$ cat config.mk
export PLATFORM = sky130hd
export DESIGN_NAME = adc_result_flags
export DESIGN_NICKNAME = d
export VERILOG_FILES = /design/src/rtl/adc_result_flags.sv
export SDC_FILE = /design/constraint.sdc
export NUM_CORES = 1
export LEC_CHECK = 0
export CAP_MARGIN = 20
export CELL_PAD_IN_SITES_DETAIL_PLACEMENT = 0
export CELL_PAD_IN_SITES_GLOBAL_PLACEMENT = 1
export CORE_MARGIN = 3
export CORE_UTILIZATION = 49
export CTS_CLUSTER_DIAMETER = 200
export DETAILED_ROUTE_END_ITERATION = 7
export GPL_TIMING_DRIVEN = 1
export PLACE_DENSITY = 0.8
export SETUP_SLACK_MARGIN = 0.1
export SYNTH_ARGS = -nofsm -noshare
export SYNTH_HDL_FRONTEND = slang
export SYNTH_SLANG_ARGS = --single-unit
$ cat constraint.sdc
create_clock -name clk -period 3.9 [get_ports clk]
set_input_delay 0.975 -clock clk [delete_from_list [all_inputs] [get_ports clk]]
set_output_delay 0.975 -clock clk [all_outputs]
set_load 0.02 [all_outputs]
$ cat src/rtl/adc_result_flags.sv
module adc_result_flags #(
  parameter int NCH  = 8,
  parameter int DW   = 10,
  parameter int NTMR = 3,
  localparam int CHW = $clog2(NCH),
  localparam int TSW = $clog2(NTMR + 1),
  localparam int SW  = 2 * NCH + 2
) (
  input  logic           clk,
  input  logic           rst_n,
  input  logic           conv_done,
  input  logic [CHW-1:0] conv_ch,
  input  logic [DW-1:0]  conv_data,
  input  logic           rd_status,
  input  logic           rd_ch_data,
  input  logic [CHW-1:0] rd_ch_sel,
  input  logic           rd_last,
  input  logic           sw_start,
  input  logic           trg_en,
  input  logic [TSW-1:0] trg_sel,
  input  logic [NTMR-1:0] timer_trg,
  input  logic           ext_trg,
  output logic [SW-1:0]  status,
  output logic [DW-1:0]  ch_rdata,
  output logic [DW-1:0]  last_data,
  output logic           start_pulse
);

  logic [DW-1:0]  ch_data [NCH];
  logic [NCH-1:0] eoc, ovr;
  logic           drdy, govre;

  wire [NCH-1:0] one     = {{(NCH-1){1'b0}}, 1'b1};
  wire [NCH-1:0] wr_hit  = conv_done  ? (one << conv_ch)   : '0;
  wire [NCH-1:0] rd_hit  = rd_ch_data ? (one << rd_ch_sel) : '0;

  always_ff @(posedge clk or negedge rst_n) begin
    if (!rst_n) begin
      eoc   <= '0;
      ovr   <= '0;
      drdy  <= 1'b0;
      govre <= 1'b0;
      last_data <= '0;
    end else begin
      eoc   <= wr_hit | (eoc & ~rd_hit);
      ovr   <= (wr_hit & eoc) | (ovr & ~{NCH{rd_status}});
      drdy  <= conv_done | (drdy & ~rd_last);
      govre <= (conv_done & drdy) | (govre & ~rd_status);
      if (conv_done) last_data <= conv_data;
    end
  end

  for (genvar i = 0; i < NCH; i++) begin : g_ch
    always_ff @(posedge clk or negedge rst_n) begin
      if (!rst_n)        ch_data[i] <= '0;
      else if (wr_hit[i]) ch_data[i] <= conv_data;
    end
  end

  assign ch_rdata = ch_data[rd_ch_sel];
  assign status   = {govre, drdy, ovr, eoc};

  logic [1:0]      ext_sync;
  logic            ext_prev;
  logic [NTMR-1:0] tmr_prev;

  wire [NTMR:0] hw_now  = {ext_sync[1], timer_trg};
  wire [NTMR:0] hw_last = {ext_prev, tmr_prev};
  wire          hw_edge = hw_now[trg_sel] & ~hw_last[trg_sel];

  always_ff @(posedge clk or negedge rst_n) begin
    if (!rst_n) begin
      ext_sync    <= '0;
      ext_prev    <= 1'b0;
      tmr_prev    <= '0;
      start_pulse <= 1'b0;
    end else begin
      ext_sync    <= {ext_sync[0], ext_trg};
      ext_prev    <= ext_sync[1];
      tmr_prev    <= timer_trg;
      start_pulse <= sw_start | (trg_en & hw_edge);
    end
  end

endmodule


# ---- Word level (Yosys, flattened, before mapping)
# Cells that the tools add are included.
dict set report classes {
  n_addsub 0
  bitwise 19
  magnitude_cmp 2
  reduce_logical 0
  n_shift 2
  eq_ne 0
  n_div 0
  muxes 9
  multipliers 0
}
# operator n
set op_table {}
lappend op_table {{$bmux 10 s3} 1}
lappend op_table {{$and 8x8->8} 3}
lappend op_table {{$mux 10} 2}
lappend op_table {{$mux 8} 2}
lappend op_table {{$not 8->8} 2}
lappend op_table {{$or 8x8->8} 2}
lappend op_table {{$shl 1x3->8 const A} 2}
lappend op_table {{$and 1x1->1} 5}
lappend op_table {{$bmux 1 s2} 2}
lappend op_table {{$ge 4x4->1 const B} 1}
lappend op_table {{$not 3->4} 1}
lappend op_table {{$lt 2x3->1 const B} 1}
lappend op_table {{$not 1->1} 3}
lappend op_table {{$or 1x1->1} 3}
lappend op_table {{$mux 1} 2}
dict set report word_totals {
  regBits 115
  out_inout_bits 39
  mem_bits_rw 0
  romBits 0
  wordCells 49
  latchBits 0
  memories 0
}

# ---- Logic depth before layout (Yosys ltp)
# Gate-level depths: netlist of the first run.
dict set report logic_depth {
  depth_word 6
  mapped_depth 6
  depth_no_buf 3
}

# ---- Least setup slack after synthesis of the first run
# No wires, ideal clock.
dict set report synth_path {
  kind {input to output}
  from {in rd_ch_sel[1]}
  to {out ch_rdata[1]}
  setup_slack_ns 0.887
  stages 5
  required_time_ns 2.925
  t_arrival_ns 2.038
  path_cell_list {buf_6 -> buf_6 -> buf_2 -> mux4_2 -> mux2_2}
}
dict set report synth_via {
  elab_chain_cells 4
}
# item line_no
set synth_lines {}
lappend synth_lines {{start, declared} 16} ;# input logic [CHW-1:0] rd_ch_sel,
lappend synth_lines {{$not 3->4 (not written as such)} 60} ;# assign ch_rdata = ch_data[rd_ch_sel];
lappend synth_lines {{$bmux 10 s3} 60}
lappend synth_lines {{$mux 10 (not written as such) (2 in series)} 60}
lappend synth_lines {{end, declared} 24} ;# output logic [DW-1:0] ch_rdata,
# No other way between the ends. The select of a mux whose other input is x is not followed.

# ---- Worst setup path after layout of the first run
dict set report layout_path {
  from {in rd_ch_sel[1]}
  to {out ch_rdata[0]}
}
# The elaborated chain is that of the path after synthesis.

==> results_dict.tcl, run 1 <==
set metrics [dict create \
    hold_end "ext_sync[1]$_DFF_PN0_" \
    antenna_left 0 \
    grt_pass1_wl_mm 17.8 \
    final-setup-viol-count 0 \
    grt-ovfl-total 0 \
    numCtsBuffers 17 \
    fin_total_pwr_mw 3.84 \
    drive_gt1_frac 0.300 \
    finalCritPeriodShare 0.954 \
    hold_class "flop to flop" \
    crit_required_ns 2.92 \
    post-place-cells 508 \
    die_h_um 106 \
    ctsHoldBuffers 0 \
    drv_slew 0 \
    viasPerCell 5.50 \
    postLayoutCoreUtil 0.664 \
    path_clk_slew_ns 0.05 \
    cap_violations 0 \
    wl_mm 10.6 \
    critical_path_arrival_ns 2.74 \
    firstDrtPassIters 4 \
    reg2reg_to "start_pulse$_DFF_PN0_" \
    tightestPinTransition_ns 0.895 \
    fillers 729 \
    p_comb_frac 0.165 \
    die-area_sq_um 11300 \
    antenna_found_initial 0 \
    grt_usage 0.206 \
    gp_routability_congestion 0.733 \
    tns_ns 0 \
    swShare 0.243 \
    min_path_cells 0 \
    start_util 0.506 \
    tritoncts "built" \
    p_per_area_nw_per_um2 591 \
    crit_fanout 5 \
    hold_start "ext_sync[0]$_DFF_PN0_" \
    cp-end-kind "primary output" \
    htreeDepth 4 \
    pwr-share-clk 0.438 \
    ir_worst_vdd_mv 0.294 \
    cts.sinks 115 \
    fin_worst_skew_ns 0.00421 \
    syn-num-nets 336 \
    cp_slowest_stage_delay_ns 0.51 \
    fmax_mhz 269 \
    p_switching_mw 0.931 \
    power.internal_mw 2.91 \
    r2r_slack_ns 2.86 \
    final_common_cell "dfrtp_1" \
    drtIter0Drc 106 \
    syn_area_sq_um 4950 \
    nNetsFinal 427 \
    drc 0 \
    yosysWarnings 0 \
    ios 69 \
    placed_cell_area_sq_um 5840 \
    startpoint_type "input pin" \
    final_area_sq_um 6490 \
    hold_viol 0 \
    core_area_sq_um 9770 \
    syn_avg_cell_area_sq_um 16.2 \
    dp_hpwl_mm 6.70 \
    rsz0062_at_grt "false" \
    path_class "input pin to primary output" \
    clk_latency_ns 0.50 \
    maxSlewHeadroom 0.403 \
    die_width_um 106 \
    critical_path.cell_chain "clkdlybuf4s50_1 -> buf_4 -> mux4_2 -> mux2_2 -> dlygate4sd2_1" \
    avgRoutedWirePerCell_um 19.6 \
    synth_cell_types 27 \
    rows 36 \
    ff2ff_path_depth 3 \
    post_synth_inst_count 306 \
    grt_pass1_vias 3272 \
    antennaDiodeCount 0 \
    period_needed_ns 3.72 \
    max-clock-path-buffers 2 \
    root_buffer "clkbuf_8" \
    numPortBuffers 68 \
    ys_seq_area_frac 0.582 \
    seq_power_share 0.397 \
    status "finished, final reports clean" \
    ys_ff_latch 115 \
    area_growth_pct 31.2 \
    timing.rr.start "tmr_prev[1]$_DFF_PN0_" \
    leakage_nw 2.81 \
    vias 2987 \
    slowest_stage "mux4_2" \
    layout.cells.non_filler 543 \
    final_cell_mix "115 x dfrtp_1, 57 x clkdlybuf4s50_1, 56 x mux2_1" \
    grt_max_degree 70 \
]
==> power groups by stage <==
stage          clock, mW  combinational [mW]  sequential [mW]
3_5_place_dp           0               0.662             1.54
3_3_place_gp           0               0.643             1.53
2_1_floorplan          0               0.367             1.54
6_report            1.68               0.633             1.52
5_1_grt             1.76               0.687             1.55
4_1_cts             1.71               0.651             1.53
==> cell families after synthesis <==
family	after synthesis	synth area share
AOI/OAI and AO/OA	21	0.0321
buffers and inverters	25	0.0288
DFF	115	0.582
muxes	120	0.323
and+or+nand+nor	25	0.0344
==> synth_stat cells, drive strengths merged <==
| library cell | n | area [sq um] |
|---|---|---|
| a31o | 1 | 8.76 |
| nand2b | 8 | 50.1 |
| a22o | 5 | 43.8 |
| nand4b | 3 | 26.3 |
| inv | 6 | 22.5 |
| mux2 | 100 | 1130 |
| o221ai | 1 | 8.76 |
| nand2 | 8 | 30.0 |
| nor3b | 1 | 7.51 |
| mux4 | 20 | 473 |
| nor3 | 1 | 10.0 |
| o21ai | 6 | 30.0 |
| buf | 18 | 116 |
| nand4 | 1 | 6.26 |
| a311o | 1 | 10.0 |
| and4bb | 2 | 25.0 |
| o31ai | 2 | 15.0 |
| o2bb2ai | 4 | 35.0 |
| a21o | 1 | 7.51 |
| dfrtp | 115 | 2880 |
| clkinv | 1 | 3.75 |
| nor4b | 1 | 15.0 |
==> final cells by class <==
type | instances | area (sq um) | area share
inverter | 7 | 26.3 | 0.00405
timing repair buffer | 90 | 846 | 0.130
sequential | 115 | 2880 | 0.443
clock buffer | 19 | 442 | 0.0680
multi-input combinational | 166 | 1930 | 0.297
tap | 133 | 166 | 0.0256
clock inverter | 13 | 205 | 0.0316
==> worst max path at each step <==
| stage | endpoint | depth (start not counted) | from |
|---|---|---|---|
| final | ch_rdata[0] | 5 | rd_ch_sel[1] |
| after global placement | ch_rdata[3] | 5 | rd_ch_sel[0] |
| after global routing | ch_rdata[0] | 5 | rd_ch_sel[1] |
| after floorplan | ch_rdata[1] | 5 | rd_ch_sel[1] |
| after detailed placement | ch_rdata[5] | 5 | rd_ch_sel[0] |
| after CTS | ch_rdata[5] | 6 | rd_ch_sel[0] |
==> layer usage <==
layer,GRT usage,up-vias,wire (um)
met1,0.289,1565,4920
met2,0.319,69,5140
li1,-,1336,-
met4,0.0749,0,170
met3,0.0449,17,391
met5,0,-,0
==> stage by stage <==
| stage | worst slack (ns) | hold WS (ns) |
|---|---|---|
| after floorplan | 0.887 | 0.331 |
| after global placement | -0.122 | 0.334 |
| after detailed placement | -0.159 | 0.343 |
| after CTS | 0.00917 | 0.355 |
| after global routing | 0.138 | 0.363 |
| final | 0.181 | 0.353 |
==> critical path: cells and delay by family <==
| family | cells | cell delay (ns) |
|---|---|---|
| mux | 2 | 0.79 |
| buf+inv | 3 | 0.97 |
==> repair_timing <==
| action | CTS | global route |
|---|---|---|
| setup buffers | 3 | 0 |
| setup endpoints to repair | 10 | 3 |
| cloned | 0 | 0 |
| gates resized for setup | 23 | 4 |
==> registers in the layout (all words and copies together), names as in the netlist <==
signal / flops
govre: 1
ext_prev: 1
tmr_prev: 3
ext_sync: 2
ovr: 8
last_data: 10
drdy: 1
ch_data: 80
eoc: 8
start_pulse: 1
Note: power is estimated with default switching activity, not from simulation.
==> inputs of run 2 (changes only) <==
--- a/config.mk
+++ b/config.mk
@@ -9,11 +9,13 @@
 export CELL_PAD_IN_SITES_DETAIL_PLACEMENT = 0
 export CELL_PAD_IN_SITES_GLOBAL_PLACEMENT = 1
 export CORE_MARGIN = 3
-export CORE_UTILIZATION = 49
+export CORE_UTILIZATION = 51
+export CTS_BUF_LIST = sky130_fd_sc_hd__clkbuf_4 sky130_fd_sc_hd__clkbuf_8
 export CTS_CLUSTER_DIAMETER = 200
 export DETAILED_ROUTE_END_ITERATION = 7
+export GPL_ROUTABILITY_DRIVEN = 1
 export GPL_TIMING_DRIVEN = 1
-export PLACE_DENSITY = 0.8
+export PLACE_DENSITY = 0.86
 export SETUP_SLACK_MARGIN = 0.1
 export SYNTH_ARGS = -nofsm -noshare
 export SYNTH_HDL_FRONTEND = slang
==> run 2 against run 1 <==
Fmax is 0.24% higher. Critical path depth increased by 1. Cell count shrank 0.92%. Non-clock buffer count down 1. Power shrank 14%. Largest power group is now registers. Clock-buffer cell count grew 3. Final area down 3.3%. Setup slack better by 0.0091 ns. Sequential cell count unchanged.
==> results_dict.tcl, run 2 (synthesized netlist as in run 1, its figures left out) <==
set metrics [dict create \
    hold_start "ext_sync[0]$_DFF_PN0_" \
    post-place-cells 503 \
    antenna_found_initial 0 \
    cp_common_cell "buf_12" \
    vias 2917 \
    status "finished, final reports clean" \
    fillers 707 \
    fin_total_pwr_mw 3.30 \
    grt_usage 0.200 \
    p_per_area_nw_per_um2 525 \
    start_util 0.531 \
    max-clock-path-buffers 2 \
    hold_class "flop to flop" \
    tightestPinTransition_ns 0.773 \
    ir_worst_vdd_mv 0.259 \
    cap_violations 0 \
    path_clk_slew_ns 0.07 \
    drtIter0Drc 93 \
    ios 69 \
    cts.sinks 115 \
    die-area_sq_um 10900 \
    layout.cells.non_filler 538 \
    startpoint_type "input pin" \
    htreeDepth 4 \
    antennaDiodeCount 0 \
    timing.rr.start "tmr_prev[1]$_DFF_PN0_" \
    core_area_sq_um 9330 \
    die_width_um 105 \
    viasPerCell 5.42 \
    root_buffer "clkbuf_8" \
    rsz0062_at_grt "false" \
    crit_fanout 8 \
    grt_max_degree 62 \
    largest_reg_flops 80 \
    regMostFlops "ch_data" \
    numPortBuffers 68 \
    avgRoutedWirePerCell_um 18.4 \
    dp_hpwl_mm 6.74 \
    die_h_um 105 \
    slowest_stage "mux4_1" \
    min_path_cells 0 \
    period_needed_ns 3.71 \
    path_class "input pin to primary output" \
    finalCritPeriodShare 0.951 \
    leakage_nw 2.72 \
    hold_end "ext_sync[1]$_DFF_PN0_" \
    finalHoldWorstSlack_ns 0.352 \
    grt_pass1_wl_mm 16.9 \
    clk_latency_ns 0.41 \
    power.internal_mw 2.46 \
    grt_pass1_vias 3239 \
    crit_required_ns 2.92 \
    hold_viol 0 \
    tritoncts "built" \
    drv_slew 0 \
    grt-ovfl-total 0 \
    tns_ns 0 \
    gp_routability_congestion 0.697 \
    r2r_slack_ns 2.86 \
    pwr-share-clk 0.348 \
    ff2ff_path_depth 3 \
    firstDrtPassIters 4 \
    numCtsBuffers 17 \
    rows 35 \
    seq_power_share 0.461 \
    drive_gt1_frac 0.298 \
    p_comb_frac 0.191 \
    nNetsFinal 426 \
    critical_path_arrival_ns 2.74 \
    fin_worst_skew_ns 0.00385 \
    reg2reg_to "start_pulse$_DFF_PN0_" \
    dp_slack_ns -0.154 \
    fmax_mhz 270 \
    area_growth_pct 26.9 \
    critical_path.cell_chain "clkdlybuf4s50_1 -> buf_12 -> buf_12 -> mux4_1 -> mux2_2 -> clkbuf_2" \
    cp_slowest_stage_delay_ns 0.55 \
    swShare 0.252 \
    cp-end-kind "primary output" \
    setup_slack_ns 0.190 \
    p_switching_mw 0.831 \
    drc 0 \
    maxSlewHeadroom 0.484 \
    reg_top3 "ch_data: 80 flops, last_data: 10 flops" \
    wl_mm 9.89 \
    final-setup-viol-count 0 \
    final_common_cell "dfrtp_1" \
    final_cell_mix "115 x dfrtp_1, 57 x clkdlybuf4s50_1, 56 x mux2_1" \
    antenna_left 0 \
]
-- run 2: worst max path at each step --
stage                  end         start  slack [ns]
6_report       ch_rdata[2]  rd_ch_sel[0]        0.19
5_1_grt        ch_rdata[1]  rd_ch_sel[0]        0.11
4_1_cts        ch_rdata[2]  rd_ch_sel[0]        0.01
3_5_place_dp   ch_rdata[2]  rd_ch_sel[0]       -0.15
3_3_place_gp   ch_rdata[2]  rd_ch_sel[0]       -0.12
2_1_floorplan  ch_rdata[1]  rd_ch_sel[1]        0.89
-- run 2: repair_timing --
action	in CTS	in global routing
gates cloned	0	0
endpoints found under the hold margin	0	0
setup endpoints to repair	10	5
setup buffers	3	0
gates resized for setup	21	6
hold buffers	0	0
pin swaps	0	0
-- run 2: stage by stage --
step / util / area [sq um]
after floorplan: - / 4950
after global placement: 0.628 / 5860
after detailed placement: 0.628 / 5860
after CTS: 0.676 / 6310
after global routing: 0.673 / 6280
final: 0.673 / 6280
-- run 2: layer usage --
layer / GRT usage / vias up / wire [um]
li1: - / 1319 / -
met1: 0.259 / 1531 / 4440
met3: 0.0503 / 8 / 377
met2: 0.331 / 59 / 4980
met5: 0 / - / 0
met4: 0.0655 / 0 / 98
-- run 2: layout make-up --
class                      count  area [sq um]  share of cell area
multi-input combinational    166          1930               0.307
inverter                       7          26.3             0.00419
tap                          129           161              0.0257
timing repair buffer          89           863               0.138
sequential                   115          2880               0.458
clock inverter                10           130              0.0207
clock buffer                  22           290              0.0462
-- run 2: power by group through the flow --
stage | clock, mW | sequential, mW | combinational (mW)
detailed placement | 0 | 1.54 | 0.662
global route | 1.23 | 1.55 | 0.687
global placement | 0 | 1.53 | 0.642
CTS | 1.17 | 1.52 | 0.651
floorplan | 0 | 1.54 | 0.367
finish | 1.15 | 1.52 | 0.630
-- run 2: critical path: cells and delay by family --
kind,cells,cell delay [ns]
buffers and inverters,4,0.93
multiplexers,2,0.83
